## src/rtl/ssc_pkg.sv

```systemverilog
package ssc_pkg;

   localparam int AMP_W = 9;

   typedef enum logic {DIR_UP = 1'b0, DIR_DN = 1'b1} ssc_dir_t;

   typedef struct packed {
      logic             center;
      logic [AMP_W-1:0] amp;
   } ssc_prof_t;

   function automatic ssc_prof_t ssc_mk(input logic center, input int unsigned amp);
      ssc_prof_t p;
      p.center = center;
      p.amp    = AMP_W'(amp);
      return p;
   endfunction

   // Amplitudes are in 0.01 % units of nominal frequency.
   function automatic ssc_prof_t ssc_decode(input logic [4:0] code);
      ssc_prof_t p;
      unique case (code[4:3])
         2'd1: begin
            unique case (code[2:0])
               3'd0: p = ssc_mk(1'b0, 60);
               3'd1: p = ssc_mk(1'b0, 80);
               3'd2: p = ssc_mk(1'b0, 100);
               3'd3: p = ssc_mk(1'b0, 125);
               3'd4: p = ssc_mk(1'b0, 150);
               3'd5: p = ssc_mk(1'b0, 175);
               3'd6: p = ssc_mk(1'b0, 200);
               default: p = ssc_mk(1'b0, 250);
            endcase
         end
         2'd2: begin
            unique case (code[2:0])
               3'd0: p = ssc_mk(1'b0, 300);
               3'd1: p = ssc_mk(1'b1, 30);
               3'd2: p = ssc_mk(1'b1, 40);
               3'd3: p = ssc_mk(1'b1, 50);
               3'd4: p = ssc_mk(1'b1, 70);
               3'd5: p = ssc_mk(1'b1, 100);
               3'd6: p = ssc_mk(1'b1, 120);
               default: p = ssc_mk(1'b1, 150);
            endcase
         end
         default: begin
            unique case (code[2:0])
               3'd0: p = ssc_mk(1'b0, 60);
               3'd1: p = ssc_mk(1'b0, 80);
               3'd2: p = ssc_mk(1'b0, 100);
               3'd3: p = ssc_mk(1'b0, 125);
               3'd4: p = ssc_mk(1'b0, 150);
               3'd5: p = ssc_mk(1'b0, 200);
               3'd6: p = ssc_mk(1'b1, 50);
               default: p = ssc_mk(1'b1, 100);
            endcase
         end
      endcase
      return p;
   endfunction

endpackage

```

## src/rtl/ssc_tick_div.sv

```systemverilog
module ssc_tick_div #(
   parameter int DIV_W = 16
) (
   input  logic             clk,
   input  logic             rst_n,
   input  logic [DIV_W-1:0] div_i,
   output logic             tick_o
);

   logic [DIV_W-1:0] cnt_q;

   // >= so that lowering div_i below the running count recovers at once
   assign tick_o = (cnt_q >= div_i);

   always_ff @(posedge clk or negedge rst_n) begin
      if (!rst_n) begin
         cnt_q <= '0;
      end else if (tick_o) begin
         cnt_q <= '0;
      end else begin
         cnt_q <= cnt_q + DIV_W'(1);
      end
   end

endmodule

```

## src/rtl/ssc_code_sel.sv

```systemverilog
module ssc_code_sel #(
   parameter int               CODE_W       = 5,
   parameter int               PIN_W        = 2,
   parameter logic [CODE_W-1:0] DEFAULT_CODE = CODE_W'(1)
) (
   input  logic              clk,
   input  logic              rst_n,
   input  logic              we_i,
   input  logic [CODE_W-1:0] wdata_i,
   input  logic              src_sw_i,
   input  logic [PIN_W-1:0]  pins_i,
   output logic [CODE_W-1:0] code_o
);

   localparam int PIN_LO = CODE_W - PIN_W;

   logic [CODE_W-1:0] reg_q;

   always_ff @(posedge clk or negedge rst_n) begin
      if (!rst_n) begin
         reg_q <= DEFAULT_CODE;
      end else if (we_i) begin
         reg_q <= wdata_i;
      end
   end

   for (genvar i = 0; i < CODE_W; i++) begin : g_bit
      if (i >= PIN_LO) begin : g_strap
         assign code_o[i] = src_sw_i ? reg_q[i] : pins_i[i-PIN_LO];
      end else begin : g_soft
         assign code_o[i] = reg_q[i];
      end
   end

endmodule

```

## src/rtl/ssc_tri_acc.sv

```systemverilog
module ssc_tri_acc
   import ssc_pkg::*;
#(
   parameter int OFF_W = 16
) (
   input  logic                    clk,
   input  logic                    rst_n,
   input  logic                    en_i,
   input  logic                    tick_i,
   input  ssc_prof_t               prof_next_i,
   output logic signed [OFF_W-1:0] acc_o,
   output ssc_prof_t               prof_o
);

   localparam logic signed [OFF_W-1:0] ONE  = OFF_W'(1);
   localparam logic signed [OFF_W-1:0] ZERO = '0;

   logic signed [OFF_W-1:0] acc_q, acc_d, step, top, bot, amp_s;
   ssc_dir_t                dir_q, dir_d, dir_eff;
   ssc_prof_t               prof_q, prof_d, prof_use;
   logic                    at_zero, load;

   assign at_zero  = (acc_q == ZERO);
   assign load     = tick_i && at_zero;
   assign prof_use = load ? prof_next_i : prof_q;
   assign amp_s    = $signed({{(OFF_W-AMP_W){1'b0}}, prof_use.amp});
   assign top      = prof_use.center ? amp_s : ZERO;
   assign bot      = -amp_s;

   always_comb begin
      // a down profile leaving zero must head below nominal
      dir_eff = (at_zero && !prof_use.center) ? DIR_DN : dir_q;
      step    = (dir_eff == DIR_UP) ? acc_q + ONE : acc_q - ONE;
      acc_d   = acc_q;
      dir_d   = dir_q;
      prof_d  = prof_q;
      if (!en_i) begin
         acc_d  = ZERO;
         dir_d  = DIR_UP;
         prof_d = prof_next_i;
      end else if (tick_i) begin
         acc_d  = step;
         prof_d = prof_use;
         if (dir_eff == DIR_UP && step == top) begin
            dir_d = DIR_DN;
         end else if (dir_eff == DIR_DN && step == bot) begin
            dir_d = DIR_UP;
         end else begin
            dir_d = dir_eff;
         end
      end
   end

   always_ff @(posedge clk or negedge rst_n) begin
      if (!rst_n) begin
         acc_q  <= ZERO;
         dir_q  <= DIR_UP;
         prof_q <= ssc_decode(5'd1);
      end else begin
         acc_q  <= acc_d;
         dir_q  <= dir_d;
         prof_q <= prof_d;
      end
   end

   assign acc_o  = acc_q;
   assign prof_o = prof_q;

endmodule

```

## src/rtl/ssc_profile_gen.sv

```systemverilog
module ssc_profile_gen
   import ssc_pkg::*;
#(
   parameter int OFF_W        = 16,
   parameter int DIV_W        = 16,
   parameter int CODE_W       = 5,
   parameter int PIN_W        = 2,
   parameter int DEFAULT_CODE = 1
) (
   input  logic                    clk,
   input  logic                    rst_n,
   input  logic                    spread_en,
   input  logic                    src_sw,
   input  logic [PIN_W-1:0]        fs_pins,
   input  logic                    cfg_we,
   input  logic [CODE_W-1:0]       cfg_code,
   input  logic [DIV_W-1:0]        tick_div,
   output logic signed [OFF_W-1:0] offset
);

   if (CODE_W != 5) begin : g_chk_code
      $error("ssc_profile_gen: CODE_W must be 5 to index the profile table");
   end
   if (PIN_W < 1 || PIN_W >= CODE_W) begin : g_chk_pin
      $error("ssc_profile_gen: PIN_W must be in 1..CODE_W-1");
   end
   if (OFF_W <= AMP_W + 1) begin : g_chk_off
      $error("ssc_profile_gen: OFF_W too narrow for the largest amplitude");
   end
   if (DIV_W < 1) begin : g_chk_div
      $error("ssc_profile_gen: DIV_W must be positive");
   end

   logic              tick_w;
   logic [CODE_W-1:0] code_w;
   ssc_prof_t         prof_next_w, prof_w;
   logic              prof_center_w;
   logic [AMP_W-1:0]  prof_amp_w;

   ssc_tick_div #(.DIV_W(DIV_W)) u_div (
      .clk    (clk),
      .rst_n  (rst_n),
      .div_i  (tick_div),
      .tick_o (tick_w)
   );

   ssc_code_sel #(
      .CODE_W       (CODE_W),
      .PIN_W        (PIN_W),
      .DEFAULT_CODE (CODE_W'(DEFAULT_CODE))
   ) u_sel (
      .clk      (clk),
      .rst_n    (rst_n),
      .we_i     (cfg_we),
      .wdata_i  (cfg_code),
      .src_sw_i (src_sw),
      .pins_i   (fs_pins),
      .code_o   (code_w)
   );

   assign prof_next_w = ssc_decode(code_w[4:0]);

   ssc_tri_acc #(.OFF_W(OFF_W)) u_acc (
      .clk         (clk),
      .rst_n       (rst_n),
      .en_i        (spread_en),
      .tick_i      (tick_w),
      .prof_next_i (prof_next_w),
      .acc_o       (offset),
      .prof_o      (prof_w)
   );

   assign prof_center_w = prof_w.center;
   assign prof_amp_w    = prof_w.amp;

endmodule

```

## config.mk

```make
export PLATFORM = sky130hd
export DESIGN_NAME = ssc_profile_gen
export DESIGN_NICKNAME = d
export VERILOG_FILES = /design/src/rtl/ssc_pkg.sv /design/src/rtl/ssc_tick_div.sv /design/src/rtl/ssc_code_sel.sv /design/src/rtl/ssc_tri_acc.sv /design/src/rtl/ssc_profile_gen.sv
export SDC_FILE = /design/constraint.sdc
export NUM_CORES = 1
export LEC_CHECK = 0
export ABC_AREA = 1
export BUFFER_PORTS_ARGS = -buffer_cell sky130_fd_sc_hd__buf_4
export CORE_MARGIN = 2
export CORE_UTILIZATION = 40
export DETAILED_ROUTE_END_ITERATION = 6
export PLACE_DENSITY_LB_ADDON = 0.2
export SLEW_MARGIN = 15
export SYNTH_ARGS = -nofsm -noshare
export SYNTH_HDL_FRONTEND = slang
export SYNTH_SLANG_ARGS = --single-unit
```

## constraint.sdc

```tcl
create_clock -name clk -period 5.3 [get_ports clk]
set_input_delay 0.265 -clock clk [delete_from_list [all_inputs] [get_ports clk]]
set_output_delay 0.265 -clock clk [all_outputs]
set_load 0.02 [all_outputs]
```

* Word level (Yosys, flattened, before mapping)
Index checks and enable logic that the tools add are counted.
** Word-level totals
- Register bits :: 48
- Input bits :: 28
- Output and inout port bits :: 16
- Word-level logic and storage cells :: 49
** Cells by class
- $add $sub $neg :: 4
- $lt $le $gt $ge :: 1
- Equality and inequality tests :: 11
- Multiplexer cells :: 19
- Bitwise operators :: 1
- Reductions and logical operators :: 7
** Operator list (number)
- one-hot mux 10 bit (7 select lines) :: 2
- two-way mux 16 bit :: 4
- one-hot mux 8 bit (7 select lines) :: 1
- equality test 16 bit :: 2
- two-way mux 10 bit :: 3
- one-hot mux 10 bit (2 select lines) :: 1
- adder 16 x 1 -> 16 bit, second input constant :: 1
- adder 16 x 2 -> 16 bit, second input constant :: 1
- >= comparator 16 bit :: 1
- logical NOT 16 bit :: 1
- negator 9 -> 16 bit :: 1
- subtractor 16 x 2 -> 16 bit, second input constant :: 1
- equality test 3 bit, second input constant :: 3
- two-way mux 9 bit :: 1
- two-way mux 1 bit :: 7
- equality test 3 x 2 -> 1 bit, second input constant :: 2
- logical AND 1 bit :: 4
- equality test 3 x 1 -> 1 bit, second input constant :: 1
- logical NOT 3 bit :: 1
- equality test 2 x 1 -> 1 bit, second input constant :: 1
- equality test 2 bit, second input constant :: 1
- inequality test 2 x 1 -> 1 bit, second input constant :: 1
- logical NOT 1 bit :: 1
- NOT 1 bit :: 1

* Logic depth before layout (Yosys ltp)
- Word-level depth :: 14
- Depth in mapped cells :: 36
- Depth with buffers taken out :: 36

* Hierarchy
A second synthesis with hierarchy kept.
** Second synthesis, totals
- Cells, all modules :: 745
- Area, all modules :: 4752.1 um2
** By module, submodules not included
- ssc_tri_acc :: instances 1, cells each 472, area an instance 2897.8 um2, sequential area each 678.2 um2
- ssc_tick_div :: instances 1, cells each 167, area an instance 1253.7 um2, sequential area each 400.4 um2
- ssc_profile_gen :: instances 1, cells each 75, area an instance 365.4 um2, sequential area each 0.0 um2
- ssc_code_sel :: instances 1, cells each 31, area an instance 235.2 um2, sequential area each 126.4 um2

* Worst setup path after synthesis
Ideal clock, no wire load.
- Path type :: register to register
- From :: register u_sel.reg_q[4]
- To :: register u_acc.dir_q
- Setup time :: 0.066 ns
- Arrival time :: 3.784 ns
- Data required time :: 5.234 ns
- Path slack :: 1.451 ns
- Stages on the path, launching flop included :: 28
- Buffers on the path :: 0
- Period minus slack after synthesis :: 3.849 ns
- Path through :: dfrtp_1 -> inv_1 -> nand2_1 -> o21ai_0 -> inv_1 -> ha_1 -> nand2_1 -> nor2_1 -> o21ai_0 -> inv_1 -> nand3_1 -> nand3_1 -> nand2_1 -> inv_1 -> fa_1 -> o21ai_1 -> a21oi_1 -> o21ai_0 -> a21boi_1 -> o21ai_0 -> nand2_1 -> nand2_1 -> nand2_1 -> nor2_1 -> nand3_1 -> a21oi_1 -> nand2_1 -> nand2_1
** Between the ends
- Cells in the longest elaborated chain, start to end :: 14
- Elaborated cells between the ends (all ways) :: 20
- Classes of those cells :: add/sub (1); eq/ne (4); mux (10); bitwise (1); reduce/logical (4)
** Ends and longest elaborated chain
- from (decl) :: RTL line ssc_code_sel.sv:17 : logic [CODE_W-1:0] reg_q;
- from (signal assigned) :: RTL line ssc_code_sel.sv:23 : reg_q <= wdata_i;
- two-way mux 1 bit * :: RTL line ssc_code_sel.sv:29 : assign code_o[i] = src_sw_i ? reg_q[i] : pins_i[i-PIN_LO];
- equality test 2 bit / equality test 2 x 1 -> 1 bit (equally long branches) :: RTL line ssc_pkg.sv:22 : unique case (code[4:3])
- one-hot mux 10 bit (2 select lines) * :: RTL line ssc_pkg.sv:22
- two-way mux 10 bit * :: RTL line ssc_tri_acc.sv:25 : assign prof_use = load ? prof_next_i : prof_q;
- parallel branches: the longest is 7 deep, another holds negator 9 -> 16 bit
- two-way mux 1 bit * :: RTL line ssc_tri_acc.sv:44 : if (dir_eff == DIR_UP && step == top) begin
- two-way mux 1 bit * :: RTL line ssc_tri_acc.sv:41 : end else if (tick_i) begin
- two-way mux 1 bit * :: RTL line ssc_tri_acc.sv:37 : if (!en_i) begin
- to (signal assigned) :: RTL line ssc_tri_acc.sv:61 : dir_q <= dir_d;
- to (decl) :: RTL line ssc_tri_acc.sv:19 : ssc_dir_t dir_q, dir_d, dir_eff;
Every way passes the cells marked *. The select of a mux whose other input is x is not followed.
A chain may end at the register's enable or synchronous reset.

* Worst setup path after layout
- From :: register u_div.cnt_q[5]
- To :: register u_acc.dir_q
** Between the ends
- Cells in the longest elaborated chain, start to end :: 13
- Elaborated cells between the ends (all ways) :: 19
- Classes of those cells :: add/sub (1); order compare (1); eq/ne (3); mux (8); bitwise (1); reduce/logical (5)
** Ends and longest elaborated chain
- from (decl) :: RTL line ssc_tick_div.sv:10 : logic [DIV_W-1:0] cnt_q;
- from (signal assigned) :: RTL line ssc_tick_div.sv:21 : cnt_q <= cnt_q + DIV_W'(1);
- >= comparator 16 bit * :: RTL line ssc_tick_div.sv:13 : assign tick_o = (cnt_q >= div_i);
- parallel branches: the longest is 12 deep, another holds negator 9 -> 16 bit
Marked as above.

==> results.md <==
- In the final layout, the share of cells above drive strength 1 is 0.1046.
- The synthesized netlist occupies a cell area of 4489 sq um.
- After detailed routing, the number of vias per cell comes to slightly above 5.
- The critical path required time is 5.57 ns.
- The TritonCTS buffer count is 5.
- Setup violations remaining at the end of the flow were counted as 0.
- Max-cap violations in this run came to 0.
- For this run, global-route usage on met1 was measured as 0.2728.
- By count the netlist is led by sky130_fd_sc_hd__nand2_1 (234), sky130_fd_sc_hd__inv_1 (105), sky130_fd_sc_hd__nand3_1 (64), sky130_fd_sc_hd__o21ai_0 (49), sky130_fd_sc_hd__nor2_1 (47).
- The number of synthesized flops with an enable pin is 0.
- On the final layout, the worst clock skew is 0.01559 ns.
- For met3 alone, demand over resource in global routing was 0.02193.
- The largest driver fanout on the critical path is 17.
- Before antenna repair, the detailed router went through 7 iterations.
- The effective utilization at floorplan is 0.4123.
- The die outline height is approximately 110 um.
- Data on the critical path arrives at its endpoint at roughly 5.0 ns.
- The synthesized netlist net count is roughly 770.
- The clock drives 48 sinks.
- On the worst path, the slowest cell contributes a delay of between 0.4 and 0.5 ns.
- The synthesized area per cell is 6.395 sq um.
- The maximum clock frequency is about 0.21 GHz.
- The number of placed cells counting well taps is 877.
- The combinational share of power is 0.515.
- The count of nets left with antenna violations once routing finished came out at 0.
- In this run the critical register-to-register path is launched from u_div.cnt_q[5]$_DFF_PN0_.
- Total power for the finished layout comes to 0.001558 W.
- The number of instances in the synthesized netlist is roughly 700.
- Cell internal power was estimated by the tool at 0.0008414 W.
- In the global route stage, overall resource usage came out at 0.1999.
- The synthesized design contains between 40 and 50 register bits.
- After clock tree synthesis, the clock-pin slew on the worst setup and hold paths is 0.11 ns.
- The final worst-path cycle share is 0.8931.
- In this run the critical register-to-register path is captured at u_acc.dir_q$_DFFE_PN0P_.
- The area enclosed by the die boundary is around 12000 sq um.
- The dominant synthesized flop cell is sky130_fd_sc_hd__dfrtp_1.
- The share of total power in the clock network is 0.183.
- The worst-case reg-to-reg path depth is 28.
- After detailed routing, the average wire length per cell comes to around 13 um.
- The number of buffers and inverters on the critical path is 2.
- Measured against its own limit, the worst slew margin works out to 0.5529.
- The Yosys warning count is 0.
- In this run the most used layer during global routing was met2.
- For this run, asynchronously set or reset flops after synthesis account for 1.000.
- The number of buffers inserted to repair setup after CTS is 0.
- Gates resized during post-CTS repair numbered 0.
- In this run the static leakage power is ~2.9 nW.
- TritonCTS built the clock tree.
- The net count of the finished layout is a little over 800.
- Of the total power, the share spent switching nets is 0.4601.
- The cell row count is 38.
- The launch instance of the worst min-delay path is cfg_code[4].
- The largest voltage drop on the vdd net is ~0.00012 V.
- The number of global-route vias before repair is 4243.
- Global routing finished with a remaining overflow of 0.
- The final routed DRC violation total is 0.
- Of the total power, registers draw 0.303.
- Entering global routing, the biggest net connects 49 pins.
- The critical path endpoint category is a register.
- The detailed placement HPWL is 8865 um.
- In this run the tool buffered the top-level ports with 43 buffer cells.
- The sum of negative setup slack is 0 ns.
- The number of cells in the finished layout apart from fillers is about 900.
- The final critical path time including I/O delays and setup is 4.733 ns.
- Among all cell types in the netlist, the one instantiated most often is sky130_fd_sc_hd__nand2_1.
- In the post-synthesis netlist, the biggest area contributors are sky130_fd_sc_hd__dfrtp_1 (25%), sky130_fd_sc_hd__nand2_1 (20%), sky130_fd_sc_hd__ha_1 (9.8%), sky130_fd_sc_hd__inv_1 (8.8%), sky130_fd_sc_hd__nand3_1 (7.1%).
- Of the post-synthesis cell area, the dominant cell type holds 0.2508.
- The final layout contains routed wiring with a total length of 11360 um.
- The met2 layer usage reported by global route is 0.3422.
- The worst-case register-to-register setup slack is about 0.57 ns.
- The congestion estimate from routability-driven global placement came to about 0.95.
- For this block, the via count after detailed routing is 4510.
- At the pin with the least slew margin, the transition time is between 0.6 and 0.7 ns.
- Summed over all nets, the switching power comes to about 0.0007 W.
- The worst-case clock buffer depth is 2.
- The number of H-tree levels is 2.
- The number of antenna diodes in the final layout is 0.
- The cell area reported after detailed placement is ~4900 sq um.
- The flow ran to the end, and the final reports show no timing, DRC or antenna violations.
- The clock root buffer is sky130_fd_sc_hd__clkbuf_8.
- From left edge to right edge, the die measures between 100 and 150 um.
- The worst min-delay path class is in2reg.
- The total power divided by cell area is 308.2 nW/um^2.
- The first global-routing pass estimated about 19000 um of wire.
- The cell that appears most often on the critical path is sky130_fd_sc_hd__nand2_1.
- The initial antenna violation count was 0.
- The distinct cell type count of the synthesized netlist is 40.
- In this run the number of cells on the critical path is 28.
- For this run, the register share of the synthesized area comes to 0.2684.
- For hold timing, the worst endpoint is u_sel.reg_q[4]$_DFFE_PN0P_.
- Setup repair after global routing left no endpoint under its margin.
- Compared with the post-synthesis result, the final layout area differs by 12.65%.
- In this run the count of I/O pins placed on the die edge is 44.
- The largest individual stage delay along the critical path comes from the cell sky130_fd_sc_hd__dfrtp_1.
- The type of origin of the critical path is a register.
- The dominant delay contributor by cell family on the critical path is simple AND/OR/NAND/NOR gates.
- The final instance area is between 5000 and 6000 sq um.
- The cts-stage hold buffer count is 1.
- The number of cells on the worst hold path is 3.
- The max-slew violation total from the final report is 0.
- The post-synthesis cell type with the largest combined area is sky130_fd_sc_hd__dfrtp_1.
- Clock latency on the worst-skew pair, taken at its later pin, is 0.32 ns.
- The kind of critical path is reg2reg.
- The detailed router's first-iteration violation count is about 210.
- The core region is 10890 sq um.
- The number of failing hold endpoints at the final stage came to 0.
[worst register-to-register path: cells and delay by family, from the launching register on]
kind	cells	cell delay, ns
buf+inv	2	0.18
flops	1	0.45
simple gates	18	2.07
compound gates	6	1.24
fa+ha+maj	2	0.74
[per-stage QoR]
step / util / hold WS, ns / worst slack, ns
after global routing: 0.4645 / 0.1668 / 0.04483
final: 0.4645 / 0.1543 / 0.5667
after detailed placement: 0.4529 / 0.3404 / 0.6139
after floorplan: - / -0.03059 / 1.451
after global placement: 0.4529 / 0.3399 / 0.7062
after CTS: 0.4645 / 0.1464 / 0.5902
[state kept, by name (all words and copies together), names as in the netlist]
name and flops:
u_acc.acc_o 16, u_div.cnt_q 16, u_acc.prof_o 10, u_sel.reg_q 5
u_acc.dir_q 1
[area by class of cell]
class | instances | area, sq um
fillers | 1144 | 5831
multi-input cells | 532 | 2789
flip-flops and latches | 48 | 1205
inverters | 111 | 416.7
repair buffers | 47 | 355.3
well taps | 140 | 175.2
clock buffers | 5 | 68.82
clock inverters | 3 | 47.55
[worst max path at each step]
stage	to	slack (ns)	from
2_1_floorplan	u_acc.dir_q$_DFFE_PN0P_	1.45	u_sel.reg_q[4]$_DFFE_PN0P_
3_3_place_gp	u_acc.dir_q$_DFFE_PN0P_	0.71	u_div.cnt_q[7]$_DFF_PN0_
3_5_place_dp	u_acc.dir_q$_DFFE_PN0P_	0.61	u_div.cnt_q[5]$_DFF_PN0_
4_1_cts	u_acc.dir_q$_DFFE_PN0P_	0.59	u_div.cnt_q[5]$_DFF_PN0_
5_1_grt	u_acc.dir_q$_DFFE_PN0P_	0.04	u_div.cnt_q[7]$_DFF_PN0_
6_report	u_acc.dir_q$_DFFE_PN0P_	0.57	u_div.cnt_q[5]$_DFF_PN0_
[per-layer routing]
metal / part of all wire / up-vias
li1: - / 2341
met1: 0.48 / 2058
met2: 0.47 / 100
met3: 0.038 / 11
met4: 0.012 / 0
met5: 0 / -
[power by group through the flow]
stage / Combinational (W) / Sequential, W / Clock [W]
3_5_place_dp: 0.000794 / 0.000479 / 0
3_3_place_gp: 0.000777 / 0.000479 / 0
6_report: 0.000802 / 0.000472 / 0.000285
2_1_floorplan: 0.000612 / 0.000468 / 0
5_1_grt: 0.000920 / 0.000481 / 0.000309
4_1_cts: 0.000798 / 0.000472 / 0.000293
[cells in the final DEF (no fill, tap or decap), types with 3 or more instances in the layout]
cell type | Yosys | final
sky130_fd_sc_hd__a21oi_1 | 29 | 29
sky130_fd_sc_hd__a31oi_1 | 4 | 4
sky130_fd_sc_hd__buf_4 | 2 | 46
sky130_fd_sc_hd__clkbuf_8 | 0 | 5
sky130_fd_sc_hd__dfrtp_1 | 45 | 45
sky130_fd_sc_hd__dfstp_2 | 3 | 3
sky130_fd_sc_hd__ha_1 | 35 | 35
sky130_fd_sc_hd__inv_1 | 105 | 105
sky130_fd_sc_hd__inv_2 | 4 | 4
sky130_fd_sc_hd__nand2_1 | 234 | 234
sky130_fd_sc_hd__nand2_2 | 6 | 6
sky130_fd_sc_hd__nand3_1 | 64 | 64
sky130_fd_sc_hd__nand3b_1 | 4 | 4
sky130_fd_sc_hd__nand4_1 | 11 | 11
sky130_fd_sc_hd__nor2_1 | 47 | 47
sky130_fd_sc_hd__nor3_1 | 5 | 5
sky130_fd_sc_hd__nor4_1 | 3 | 3
sky130_fd_sc_hd__o211ai_1 | 3 | 3
sky130_fd_sc_hd__o21ai_0 | 49 | 49
sky130_fd_sc_hd__o21ai_1 | 3 | 3
sky130_fd_sc_hd__xnor2_1 | 5 | 5
sky130_fd_sc_hd__xor2_1 | 7 | 7
[logic make-up (layout without fill, tap and decap cells)]
group | Yosys count | after routing | share of synthesized area
buffers and inverters | 122 | 166 | 0.1104
AND/OR/NAND/NOR | 388 | 388 | 0.3793
flip-flops | 48 | 48 | 0.2684
XOR/XNOR | 12 | 12 | 0.02341
AO/OA/AOI/OAI | 95 | 95 | 0.1120
adder cells (fa/ha/maj) | 37 | 37 | 0.1065
No activity file was read; power rests on OpenSTA's default activity.
